<file path="config.mk">
export PLATFORM = sky130hd
export DESIGN_NAME = pc_gen_unit
export DESIGN_NICKNAME = d
export VERILOG_FILES = /design/src/rtl/pcgen_pkg.sv /design/src/rtl/npc_linear.sv /design/src/rtl/npc_abs_target.sv /design/src/rtl/npc_priority.sv /design/src/rtl/pc_gen_unit.sv
export SDC_FILE = /design/constraint.sdc
export NUM_CORES = 1
export LEC_CHECK = 0
export ABC_AREA = 1
export BUFFER_PORTS_ARGS = -buffer_cell sky130_fd_sc_hd__buf_2
export CORE_UTILIZATION = 58
export CTS_BUF_LIST = sky130_fd_sc_hd__clkbuf_8
export DETAILED_ROUTE_END_ITERATION = 7
export PLACE_DENSITY = 0.91
export RECOVER_POWER = 25
export SKIP_CTS_REPAIR_TIMING = 1
export SLEW_MARGIN = 20
export SYNTH_ARGS = -nofsm -noshare
export SYNTH_HDL_FRONTEND = slang
export SYNTH_SLANG_ARGS = --single-unit
</file>
<file path="constraint.sdc">
create_clock -name clk_i -period 6.58 [get_ports clk_i]
set_input_delay 0.329 -clock clk_i [delete_from_list [all_inputs] [get_ports clk_i]]
set_output_delay 0.329 -clock clk_i [all_outputs]
set_load 0.01 [all_outputs]
</file>
<file path="src/rtl/pcgen_pkg.sv">
package pcgen_pkg;
  typedef enum logic [1:0] {
    NPC_SEQ = 2'd0,
    NPC_BR  = 2'd1,
    NPC_REG = 2'd2,
    NPC_DIR = 2'd3
  } npc_src_e;
endpackage

</file>
<file path="src/rtl/npc_linear.sv">
// Sequential and PC-relative candidates
module npc_linear #(
  parameter int XLEN  = 32,
  parameter int OFS_W = 16,
  parameter int STEP  = 4
) (
  input  logic [XLEN-1:0]  pc_i,
  input  logic [OFS_W-1:0] ofs_i,
  output logic [XLEN-1:0]  seq_o,
  output logic [XLEN-1:0]  br_o
);
  localparam int SH = $clog2(STEP);

  logic [XLEN-1:0] ofs_ext;

  assign ofs_ext = XLEN'($signed(ofs_i)) << SH;
  assign seq_o   = pc_i + XLEN'(STEP);
  assign br_o    = seq_o + ofs_ext;
endmodule

</file>
<file path="src/rtl/npc_abs_target.sv">
// Direct target: upper bits of PC+step, word index, zero alignment bits
module npc_abs_target #(
  parameter int XLEN  = 32,
  parameter int TGT_W = 26,
  parameter int STEP  = 4
) (
  input  logic [XLEN-1:0]  seq_i,
  input  logic [TGT_W-1:0] tgt_i,
  output logic [XLEN-1:0]  tgt_o
);
  localparam int SH   = $clog2(STEP);
  localparam int HI_W = XLEN - TGT_W - SH;

  generate
    if (HI_W > 0) begin : g_region
      assign tgt_o = {seq_i[XLEN-1 -: HI_W], tgt_i, {SH{1'b0}}};
    end else begin : g_full
      assign tgt_o = XLEN'({tgt_i, {SH{1'b0}}});
    end
  endgenerate
endmodule

</file>
<file path="src/rtl/npc_priority.sv">
// Priority chain: direct jump > register jump > branch > sequential
module npc_priority
  import pcgen_pkg::*;
(
  input  logic     br_taken_i,
  input  logic     jr_i,
  input  logic     jump_i,
  output npc_src_e src_o
);
  always_comb begin
    if (jump_i)          src_o = NPC_DIR;
    else if (jr_i)       src_o = NPC_REG;
    else if (br_taken_i) src_o = NPC_BR;
    else                 src_o = NPC_SEQ;
  end
endmodule

</file>
<file path="src/rtl/pc_gen_unit.sv">
module pc_gen_unit
  import pcgen_pkg::*;
#(
  parameter int XLEN  = 32,
  parameter int OFS_W = 16,
  parameter int TGT_W = 26,
  parameter int STEP  = 4,
  parameter logic [XLEN-1:0] RESET_PC = '0
) (
  input  logic             clk_i,
  input  logic             rst_ni,
  input  logic             br_taken_i,
  input  logic             jr_i,
  input  logic             jump_i,
  input  logic [OFS_W-1:0] br_ofs_i,
  input  logic [TGT_W-1:0] jmp_tgt_i,
  input  logic [XLEN-1:0]  rs_val_i,
  output logic [XLEN-1:0]  pc_o
);
  logic [XLEN-1:0] pc_q, pc_d;
  logic [XLEN-1:0] seq_addr, br_addr, dir_addr;
  npc_src_e        src;

  npc_linear #(.XLEN(XLEN), .OFS_W(OFS_W), .STEP(STEP)) i_linear (
    .pc_i  (pc_q),
    .ofs_i (br_ofs_i),
    .seq_o (seq_addr),
    .br_o  (br_addr)
  );

  npc_abs_target #(.XLEN(XLEN), .TGT_W(TGT_W), .STEP(STEP)) i_abs (
    .seq_i (seq_addr),
    .tgt_i (jmp_tgt_i),
    .tgt_o (dir_addr)
  );

  npc_priority i_prio (
    .br_taken_i (br_taken_i),
    .jr_i       (jr_i),
    .jump_i     (jump_i),
    .src_o      (src)
  );

  always_comb begin
    unique case (src)
      NPC_BR:  pc_d = br_addr;
      NPC_REG: pc_d = rs_val_i;
      NPC_DIR: pc_d = dir_addr;
      default: pc_d = seq_addr;
    endcase
  end

  always_ff @(posedge clk_i or negedge rst_ni) begin
    if (!rst_ni) pc_q <= RESET_PC;
    else         pc_q <= pc_d;
  end

  assign pc_o = pc_q;
endmodule

</file>
# Word-level counts from Yosys, hierarchy flattened
# Index checks and enable logic that the tools add are counted.
# op_classes
muxes	4
n_eq_ne	3
n_addsub	2
# ops
cell	n
case mux 32 bit (3 select lines)	1
adder 32 x 3 -> 32 bit, second input constant	1
adder 32 bit	1
equality test 2 bit, second input constant	2
two-way mux 2 bit	2
equality test 2 x 1 -> 1 bit, second input constant	1
two-way mux 1 bit	1
# word_totals
input_bits	79
ff_bits	32

# Logic depth before layout (Yosys ltp)
# Gate-level depths: netlist (run 1).
# logic_depth
word_depth	5
ltp_mapped	24
mapped_depth_nobuf	24

# Hierarchy
# Synthesis (run 1) repeated with hierarchy kept, for this count alone.
# hier_totals
hier_cells	767
hier_area_um2	4724.5
# modules_own_cells
module	cells_per_inst	instances	area_per_inst_um2
npc_linear	511	1	2696.3
pc_gen_unit	218	1	1765.4
npc_abs_target	33	1	244.0
npc_priority	5	1	18.8

# Worst setup path before layout (run 1)
# OpenSTA, ideal clock, no wires.
# synth_timing
kind	register -> register
start	register pc_q[2] (netlist: pc_o[2])
end	register pc_q[31] (netlist: pc_o[31])
setup_slack_ps	3967
t_arrival_ps	2488
path_buffers	0
path_stages_with_launch	23
cell_sequence	dfrtp_1 > ha_1 > nand2_1 > inv_1 > nand2_2 > nor2_4 > nand2_2 > nor3_1 > or2_2 > nand2_1 > inv_1 > ha_1 > nand2_1 > nor2_1 > nand2_1 > nand2_1 > nand2_1 > nand2_1 > inv_1 > nand2_1 > nand2_1 > nand3_1 > nand3_1
# synth_via
elab_chain_cells	3
# synth_rtl
element	line	text
start: declaration	pc_gen_unit.sv:20	logic [XLEN-1:0] pc_q, pc_d;
start signal: assignment	pc_gen_unit.sv:55	else pc_q <= pc_d;
adder 32 x 3 -> 32 bit *	npc_linear.sv:17	assign seq_o = pc_i + XLEN'(STEP);
adder 32 bit	npc_linear.sv:18	assign br_o = seq_o + ofs_ext;
case mux 32 bit (3 select lines) *	pc_gen_unit.sv:45	unique case (src)
named net pc_d[31]	pc_gen_unit.sv:20	
# The timed path passes the listed nets; every way through them passes the cells marked *.

# Worst setup path in the final report (run 1)
# layout_timing
start	register pc_q[2] (netlist: pc_o[2])
end	register pc_q[26] (netlist: pc_o[26])
# Same word-level chain as after synthesis.

==> flow_summary.ini, run 1 <==
[layout]
nFillCells = 680
fin_util = 0.7137
largest_reg_flops = 32
areaGrowthSynthToFinish_pct = 16.23
design.final.nets = 1009
num_antenna_cells = 0
final_layout_size_suffix_gt1_frac = 0.1652

[placed_design]
worst_case_setup_slack_after_placement_ns = 3.614
globalplace.congestion = 1.058
io_buffers = 110
dp.final_hpwl_um = 12310

[floorplanning]
fp.coreArea_sq_um = 7408
ioPinCount = 111
die_area_sq_um = 8202
core.rowCount = 31
die_x_um = 90.57
die_height_um = 90.57
initial_core_util = 0.6141

[clock_tree]
cts_root_buffer = clkbuf_8
cts_sinks = 32
cts.reportedPaths.clkPinSlew_ns = 0.07
clk_latency_ns = 0.29
max-clock-path-buffers = 2
ctsHtreeMaxLevel = 2
cts_made_buffers = 5
tritoncts_clock_tree = yes

[yosys]
synth.avg_cell_area_sq_um = 5.788
synth_fa_ha_area_frac = 0.09791
synth-warning-count = 0
synthesis.nets = 900
synth_cell_type_count = 36
synth_top_cell_area_share = 0.2376
netlist.top_cell.by_area = nand2_1
synth.cell_area_sq_um = 4549
main_combinational_cell_family_by_area_after_synthesis = simple AND/OR/NAND/NOR gates
synth_simple_gate_area_frac = 0.4673
synth_compound_gate_area_share = 0.09681
yosys_register_bits = 32
post_synth_inst_count = 786
multiplexer_fraction_of_the_synthesized_cell_area = 0
synth-xor-area-share = 0.04345
synth-seq-area-share = 0.1760
synth.area.top_cells = nand2_1 (24%), dfrtp_1 (18%), inv_1 (10%)

[global_route]
grt_pass1_vias = 5032
track_usage = 0.3704
gr-usage-met2 = 0.5549
use_met1 = 0.5378
gr-max-usage-layer = met2
initial_antenna_violation_count = 0
use_met3 = 0.04377
grt_pass1_wl_um = 24110
global_route.overflow_total = 0
grt_start_max_net_pins = 33

[drt]
drtAntennaViolNets = 0
avgViaCountPerCell = 5.565
drt_iter0_drc = 647
detailroute.via_count = 5537
drt_wl_total_um = 14980
drc_errors = 0
drtPass1Iterations = 5
post_drt_wl_per_cell_um = 15.05

[timing]
worst_clock_skew_on_the_final_layout_ns = 0.004260
final_period_minus_worst_setup_slack_ns = 3.079
post_route_clock_period_utilization = 0.4679
rsz0062_at_grt = no
finalSetupTns_ns = 0
max_freq_ghz = 0.3248
worstMarginPinSlew_ns = 1.715
max_slew_margin = -0.1435
setup_viol = 0
finalWorstSetupSlack_ns = 3.501
maxSlewViolCount = 33
timing_hold_violations_final = 0

[outcome]
run_status = complete, but fails checks
violations_in_the_final_reports = max-capacitance violations, max-slew violations

[worst_setup_path]
critical_path.max_stage_delay_ns = 0.37
critical_path.endpoint_type = flop
critPathMaxFanout = 5
critical_path_arrival_ns = 3.24
setup.worst_path.class = reg2reg
critical_path.most_common_cell = nand2_1
critical_path.startpoint_type = flop
critical_path_start = pc_o[2]$_DFF_PN0_
cp_data_required_time_ns = 6.74
critical_path_cell_list = ha_1 > nand2_1 > inv_1 > nand4_1 > nor2_1 > xor2_1 > inv_1 > ha_1 > nand2_1 > inv_1 > nand2_1 > nor2_1 > nand3_1 > nand3_1 > nand2_1 > nand3_1 > nand3b_1
rr_startpoint = pc_o[2]$_DFF_PN0_
slowest_stage = dfrtp_1

[job]
max-cap-violations = 1

[power_and_ir_drop]
cellLeakagePower_nw = 3.033
pwr_density_cell_nw_per_um2 = 179.0
vdd.ir_drop.worst_v = 0.00007786

[min_path]
worst_hold_startpoint = rs_val_i[4]
path_type_of_the_worst_min_delay_path = in2reg
==> routing by layer <==
layer,vias up,share of wire
met5,-,0
met4,0,0.033
met3,50,0.11
met2,340,0.42
met1,2435,0.44
li1,2712,-
==> report_power, final <==
part           internal (W)  leakage (nW)  switching (W)
combinational      0.000191          2.59       0.000341
sequential         0.000223         0.387      0.0000335
clock             0.0000834        0.0510      0.0000755
==> cells in the mapped netlist <==
| library cell | n |
|---|---|
| a21o_1 | 3 |
| a21oi_1 | 30 |
| a22o_1 | 14 |
| a31oi_1 | 1 |
| and2_1 | 2 |
| and2_4 | 1 |
| and3_1 | 1 |
| buf_2 | 5 |
| buf_6 | 1 |
| clkbuf_1 | 5 |
| clkinv_1 | 1 |
| dfrtp_1 | 32 |
| fa_1 | 1 |
| ha_1 | 34 |
| inv_1 | 127 |
| inv_2 | 1 |
| nand2_1 | 288 |
| nand2_2 | 6 |
| nand2b_1 | 1 |
| nand3_1 | 67 |
| nand3_2 | 1 |
| nand3b_1 | 10 |
| nand4_1 | 22 |
| nor2_1 | 67 |
| nor2_2 | 5 |
| nor2_4 | 4 |
| nor3_1 | 8 |
| nor3_2 | 1 |
| nor3b_4 | 1 |
| o2111ai_1 | 3 |
| o21ai_0 | 15 |
| o21bai_1 | 5 |
| or2_2 | 3 |
| xnor2_1 | 6 |
| xnor2_2 | 3 |
| xor2_1 | 11 |
==> metrics by stage <==
stage	hold slack (ns)	total power, W	cells	cell area (sq um)
global placement	0.4105	0.0007650	987	5196
CTS	0.1065	0.0009318	995	5289
finish	0.2595	0.0009463	995	5288
global route	0.2726	0.001020	995	5288
detailed placement	0.4134	0.0007730	987	5196
floorplan	0.03341	0.0006132	786	4549
==> final timing paths <==
kind                                             to  slack, ns  cells after the start
worst max-delay path             pc_o[26]$_DFF_PN0_       3.50                     17
worst min-delay path              pc_o[4]$_DFF_PN0_       0.26                      3
worst max register to register   pc_o[26]$_DFF_PN0_       3.50                     17
worst min register to register  pc_o[0]$_DFFE_PN0P_       0.51                      1
max in group asynchronous        pc_o[31]$_DFF_PN0_       5.11                      1
min in group asynchronous         pc_o[6]$_DFF_PN0_       0.49                      1
==> cells in the final DEF, fill, tap and decap left out, types with 8 or more instances in the layout <==
master,synthesis,layout
buf_2,5,109
nor3_1,8,8
nand3b_1,10,10
inv_1,127,127
xor2_1,11,11
nand2_1,288,288
a22o_1,14,14
nor2_1,67,65
o21ai_0,15,15
dfrtp_1,32,32
nand4_1,22,22
nand3_1,67,67
ha_1,34,34
a21oi_1,30,30
==> cells by family (layout without fill, tap and decap cells) <==
family,count (synthesis),count (layout)
flip-flops,32,32
XOR/XNOR,20,20
adder cells (fa/ha/maj),35,35
buffers and inverters,140,250
AO/OA/AOI/OAI,71,71
AND/OR/NAND/NOR,488,488
==> area by class of cell <==
class | instances | area (sq um) | share of cell area
Multi-Input combinational cell | 614 | 3214 | 0.6079
Sequential cell | 32 | 800.8 | 0.1514
Timing Repair Buffer | 113 | 571.8 | 0.1081
Inverter | 129 | 484.2 | 0.09158
Tap cell | 99 | 123.9 | 0.02343
Clock buffer | 6 | 82.58 | 0.01562
Clock inverter | 2 | 10.01 | 0.001893
==> critical path: cells and delay by family, from the launching register on <==
family        cells  cell delay (ns)
flops             1             0.37
buf+inv           3             0.32
xor+xnor          1             0.20
simple gates     11             1.53
fa+ha+maj         2             0.54
Power figures use the tool's default switching activity.
==> run 2, diff against run 1 <==
CORE_UTILIZATION = 51   (was 58)
PLACE_DENSITY = 0.85   (was 0.91)
clock period = 2.7 ns   (was 6.58 ns; I/O delays follow)
==> flow_summary.ini, run 2 (synthesized netlist as in run 1, its figures left out) <==
[clock_tree]
tritoncts_clock_tree = yes
ctsHtreeMaxLevel = 2
clk_latency_ns = 0.29
cts_made_buffers = 5
cts_sinks = 32
cts.reportedPaths.clkPinSlew_ns = 0.07
max-clock-path-buffers = 2
cts_root_buffer = clkbuf_8

[floorplanning]
core.rowCount = 34
ioPinCount = 111
die_area_sq_um = 9302
die_height_um = 96.45
initial_core_util = 0.5242
die_x_um = 96.45
fp.coreArea_sq_um = 8678

[timing]
setup_viol = 20
post_route_clock_period_utilization = 1.103
worst_clock_skew_on_the_final_layout_ns = 0.004994
max_freq_ghz = 0.3359
maxSlewViolCount = 0
max_slew_margin = 0.4629
rsz0062_at_grt = yes
finalWorstSetupSlack_ns = -0.2775
timing_hold_violations_final = 0
worstMarginPinSlew_ns = 0.8056
final_period_minus_worst_setup_slack_ns = 2.977

[placed_design]
dp.final_hpwl_um = 12960
worst_case_setup_slack_after_placement_ns = -0.1990
globalplace.congestion = 1.029
io_buffers = 110
standard_cell_area_after_detailed_placement_sq_um = 5771

[worst_setup_path]
critical_path.max_stage_delay_ns = 0.40
critical_path_arrival_ns = 3.14
slowest_stage = dfrtp_1
critical_path.endpoint_type = flop
critPathMaxFanout = 4
critical_path.startpoint_type = flop
cp_data_required_time_ns = 2.87
setup.worst_path.class = reg2reg
critical_path_start = pc_o[3]$_DFF_PN0_
critical_path.most_common_cell = nand2_1
rr_startpoint = pc_o[3]$_DFF_PN0_
critical_path_cell_list = ha_2 > nand2_2 > inv_4 > nand2_4 > nor2_4 > nand2_4 > nor3_2 > nand2_1 > nand2_1 > inv_1 > ha_4 > nand2_2 > buf_4 > nor3_2 > nand3_2 > nand3_1 > nand2_1 > nand3_1 > nand3b_1

[min_path]
path_type_of_the_worst_min_delay_path = in2reg
worst_hold_startpoint = rs_val_i[2]

[layout]
areaGrowthSynthToFinish_pct = 50.96
final_layout_size_suffix_gt1_frac = 0.3838
mostFrequentLayoutCell = nand2_1
largest_reg_flops = 32
nFillCells = 540
layout_common_cells = nand2_1 (256), inv_1 (117), buf_2 (106), buf_4 (87), nand3_1 (53)
num_antenna_cells = 0
design.final.nets = 1099
final_cell_area_sq_um = 6868

[power_and_ir_drop]
pwr_density_cell_nw_per_um2 = 437.3
vdd.ir_drop.worst_v = 0.0002440
cellLeakagePower_nw = 3.612
p_total_w = 0.003003

[global_route]
grt_pass1_wl_um = 24140
grt_start_max_net_pins = 33
track_usage = 0.3447
initial_antenna_violation_count = 0
global_route.overflow_total = 0
grt_pass1_vias = 5135

[drt]
detailroute.via_count = 6405
drtPass1Iterations = 5
drt_iter0_drc = 821
post_drt_wl_per_cell_um = 18.10
avgViaCountPerCell = 5.860
drc_errors = 0
drt_wl_total_um = 19780
drtAntennaViolNets = 0

[outcome]
violations_in_the_final_reports = negative setup slack
run_status = complete, but fails checks

[job]
max-cap-violations = 0
==> run 2: changes by cell type in the layout (fill, tap and decap cells not counted), sizes merged <==
cell         change
clkbuf           +2
buf             +86
inv              +1
dlygate4sd3      +1
clkinv           -1
==> run 2: cell type report <==
type / instances / area (sq um) / area share
multi-input cells: 614 / 4096 / 0.5965
repair buffers: 203 / 1265 / 0.1842
flip-flops and latches: 32 / 802.0 / 0.1168
inverters: 129 / 491.7 / 0.07160
well taps: 108 / 135.1 / 0.01968
clock buffers: 5 / 68.82 / 0.01002
clock inverters: 2 / 8.758 / 0.001275
==> run 2: path summary, 6_finish.rpt <==
check                                 endpoint  slack [ns]  depth (start not counted)
hold reg to reg            pc_o[1]$_DFFE_PN0P_        0.51                          1
setup reg to reg            pc_o[26]$_DFF_PN0_       -0.28                         19
setup / recovery            pc_o[26]$_DFF_PN0_       -0.28                         19
min in group asynchronous  pc_o[1]$_DFFE_PN0P_        0.47                          2
hold / removal               pc_o[2]$_DFF_PN0_        0.06                          3
max in group asynchronous   pc_o[12]$_DFF_PN0_        1.69                          2
==> run 2: metrics by stage <==
stage               utilization  hold WS [ns]  std cells  TNS [ns]
detailed placement       0.6649        0.2406       1071    -2.343
global placement         0.6649        0.2448       1071   -0.9741
finish                   0.7914       0.05655       1093    -3.243
CTS                      0.6739      -0.05933       1078    -3.391
global route             0.7914       0.06965       1093    -6.334
floorplan                     -       -0.1606        786         0
==> run 2: worst max-delay path, delay by kind of cell, from the launching register on <==
family	cells	cell delay (ns)
fa+ha+maj	2	0.52
buf+inv	3	0.33
flops	1	0.40
simple gates	14	1.60
==> run 2: routing by layer <==
layer,vias up,global-route usage,share of wire
met5,-,0,0
met1,2900,0.4720,0.38
li1,2900,-,-
met2,496,0.5423,0.45
met4,0,0.1176,0.051
met3,109,0.06338,0.12
==> run 2: power breakdown <==
part	leakage [nW]	switching (W)	internal, W
logic	3.18	0.00119	0.000833
clock network	0.0452	0.000195	0.000172
registers	0.386	0.0000708	0.000543
==> run 3, diff against run 2 <==
MAX_ROUTING_LAYER = met4   (was default)
==> flow_summary.ini, run 3 (synthesized netlist as in run 1, its figures left out) <==
[drt]
drt_iter0_drc = 900
post_drt_wl_per_cell_um = 17.24
avgViaCountPerCell = 5.766
drt_wl_total_um = 18860
drc_errors = 0
drtAntennaViolNets = 0
detailroute.via_count = 6308
drtPass1Iterations = 8

[global_route]
grt_pass1_wl_um = 24960
global_route.overflow_total = 0
initial_antenna_violation_count = 0
track_usage = 0.3674
grt_pass1_vias = 5249
grt_start_max_net_pins = 33

[layout]
largest_reg_flops = 32
num_antenna_cells = 0
final_cell_area_sq_um = 6787
finish.cell_count_without_fillers = 1094
mostFrequentLayoutCell = nand2_1
nFillCells = 588
design.final.nets = 1099
final_layout_size_suffix_gt1_frac = 0.3712
fin_util = 0.7820
layout_common_cells = nand2_1 (253), inv_1 (118), buf_2 (103), buf_4 (86), nand3_1 (52)
areaGrowthSynthToFinish_pct = 49.17

[outcome]
run_status = complete, but fails checks
violations_in_the_final_reports = negative setup slack

[worst_setup_path]
cp_data_required_time_ns = 2.88
slowest_stage = dfrtp_1
rr_startpoint = pc_o[21]$_DFF_PN0_
critical_path_cell_list = nand2_1 > nor2_1 > nand2_1 > nor2_2 > nand3_1 > nand2_1 > inv_1 > ha_1 > nand2_2 > nor2_4 > buf_4 > nand2_2 > nor2_1 > nand2_1 > nand3_1 > nand2_1 > nand3_2 > nand3b_1
critical_path.startpoint_type = flop
critical_path.max_stage_delay_ns = 0.49
worst-r2r-setup-slack_ns = -0.18
critical_path_arrival_ns = 3.06
setup.worst_path.class = reg2reg
critPathMaxFanout = 4
worst-r2r-cell-count = 18
critical_path.endpoint_type = flop
critical_path.most_common_cell = nand2_1
rr_endpoint = pc_o[27]$_DFF_PN0_

[timing]
finalWorstSetupSlack_ns = -0.1807
worstMarginPinSlew_ns = 0.7915
timing_hold_violations_final = 0
finalSetupTns_ns = -2.328
setup_viol = 20
worst_clock_skew_on_the_final_layout_ns = 0.005044
post_route_clock_period_utilization = 1.067
max_freq_ghz = 0.3471
final_period_minus_worst_setup_slack_ns = 2.881
maxSlewViolCount = 0
max_slew_margin = 0.4723
rsz0062_at_grt = yes

[clock_tree]
max-clock-path-buffers = 2
cts_made_buffers = 5
cts_sinks = 32
tritoncts_clock_tree = yes
clk_latency_ns = 0.29
cts_root_buffer = clkbuf_8
ctsHtreeMaxLevel = 2
cts.reportedPaths.clkPinSlew_ns = 0.08

[placed_design]
dp.final_hpwl_um = 13130
globalplace.congestion = 1.001
placed_cells = 1073
standard_cell_area_after_detailed_placement_sq_um = 5798
io_buffers = 110

[floorplanning]
initial_core_util = 0.5242
die_x_um = 96.45
ioPinCount = 111
fp.coreArea_sq_um = 8678
core.rowCount = 34
die_area_sq_um = 9302
die_height_um = 96.45

[min_path]
hold_end = pc_o[2]$_DFF_PN0_
path_type_of_the_worst_min_delay_path = in2reg
hold_path_depth = 3
worst_hold_startpoint = rs_val_i[2]

[job]
max-cap-violations = 0

[power_and_ir_drop]
vdd.ir_drop.worst_v = 0.0001995
p_total_w = 0.003063
cellLeakagePower_nw = 3.603
pwr_density_cell_nw_per_um2 = 451.3
-- run 3: report_power, final --
group          switching, W  internal, W
Sequential        0.0000707     0.000542
Combinational       0.00112     0.000792
Clock              0.000208     0.000326
Total               0.00140      0.00166
-- run 3: per-stage QoR --
step	setup WS (ns)	hold WS, ns
4_1_cts	-0.2404	-0.05971
2_1_floorplan	0.08732	-0.1606
3_5_place_dp	-0.2293	0.2497
6_report	-0.1807	0.04825
3_3_place_gp	-0.1818	0.2498
5_1_grt	-0.4377	0.07136
-- run 3: final cells by class --
class	instances	area, sq um	share of cell area
Tap cell	108	135.1	0.01991
Timing Repair Buffer	203	1274	0.1877
Clock buffer	7	96.34	0.01420
Inverter	129	484.2	0.07135
Multi-Input combinational cell	614	3966	0.5844
Sequential cell	32	800.8	0.1180
Clock inverter	1	30.03	0.004425
-- run 3: routing by layer --
layer,vias to the layer above,global-route usage,part of all wire
met5,-,-,0
met4,0,0.1471,0.049
met3,104,0.06338,0.12
met2,431,0.5481,0.44
met1,2884,0.4919,0.39
li1,2889,-,-
-- run 3: how the worst max path moves through the flow --
stage | cells after the start | end | slack (ns) | from
floorplan | 22 | pc_o[31]$_DFF_PN0_ | 0.09 | pc_o[2]$_DFF_PN0_
global placement | 18 | pc_o[27]$_DFF_PN0_ | -0.18 | pc_o[2]$_DFF_PN0_
detailed placement | 18 | pc_o[15]$_DFF_PN0_ | -0.23 | pc_o[2]$_DFF_PN0_
CTS | 20 | pc_o[31]$_DFF_PN0_ | -0.24 | pc_o[2]$_DFF_PN0_
global route | 18 | pc_o[27]$_DFF_PN0_ | -0.44 | pc_o[9]$_DFF_PN0_
finish | 18 | pc_o[27]$_DFF_PN0_ | -0.18 | pc_o[21]$_DFF_PN0_
-- run 3: worst max-delay path, delay by kind of cell, from the launching register on --
family | cells | cell delay (ns)
and+or+nand+nor | 15 | 1.67
DFF | 1 | 0.49
adders and majority gates | 1 | 0.39
buffers and inverters | 2 | 0.20
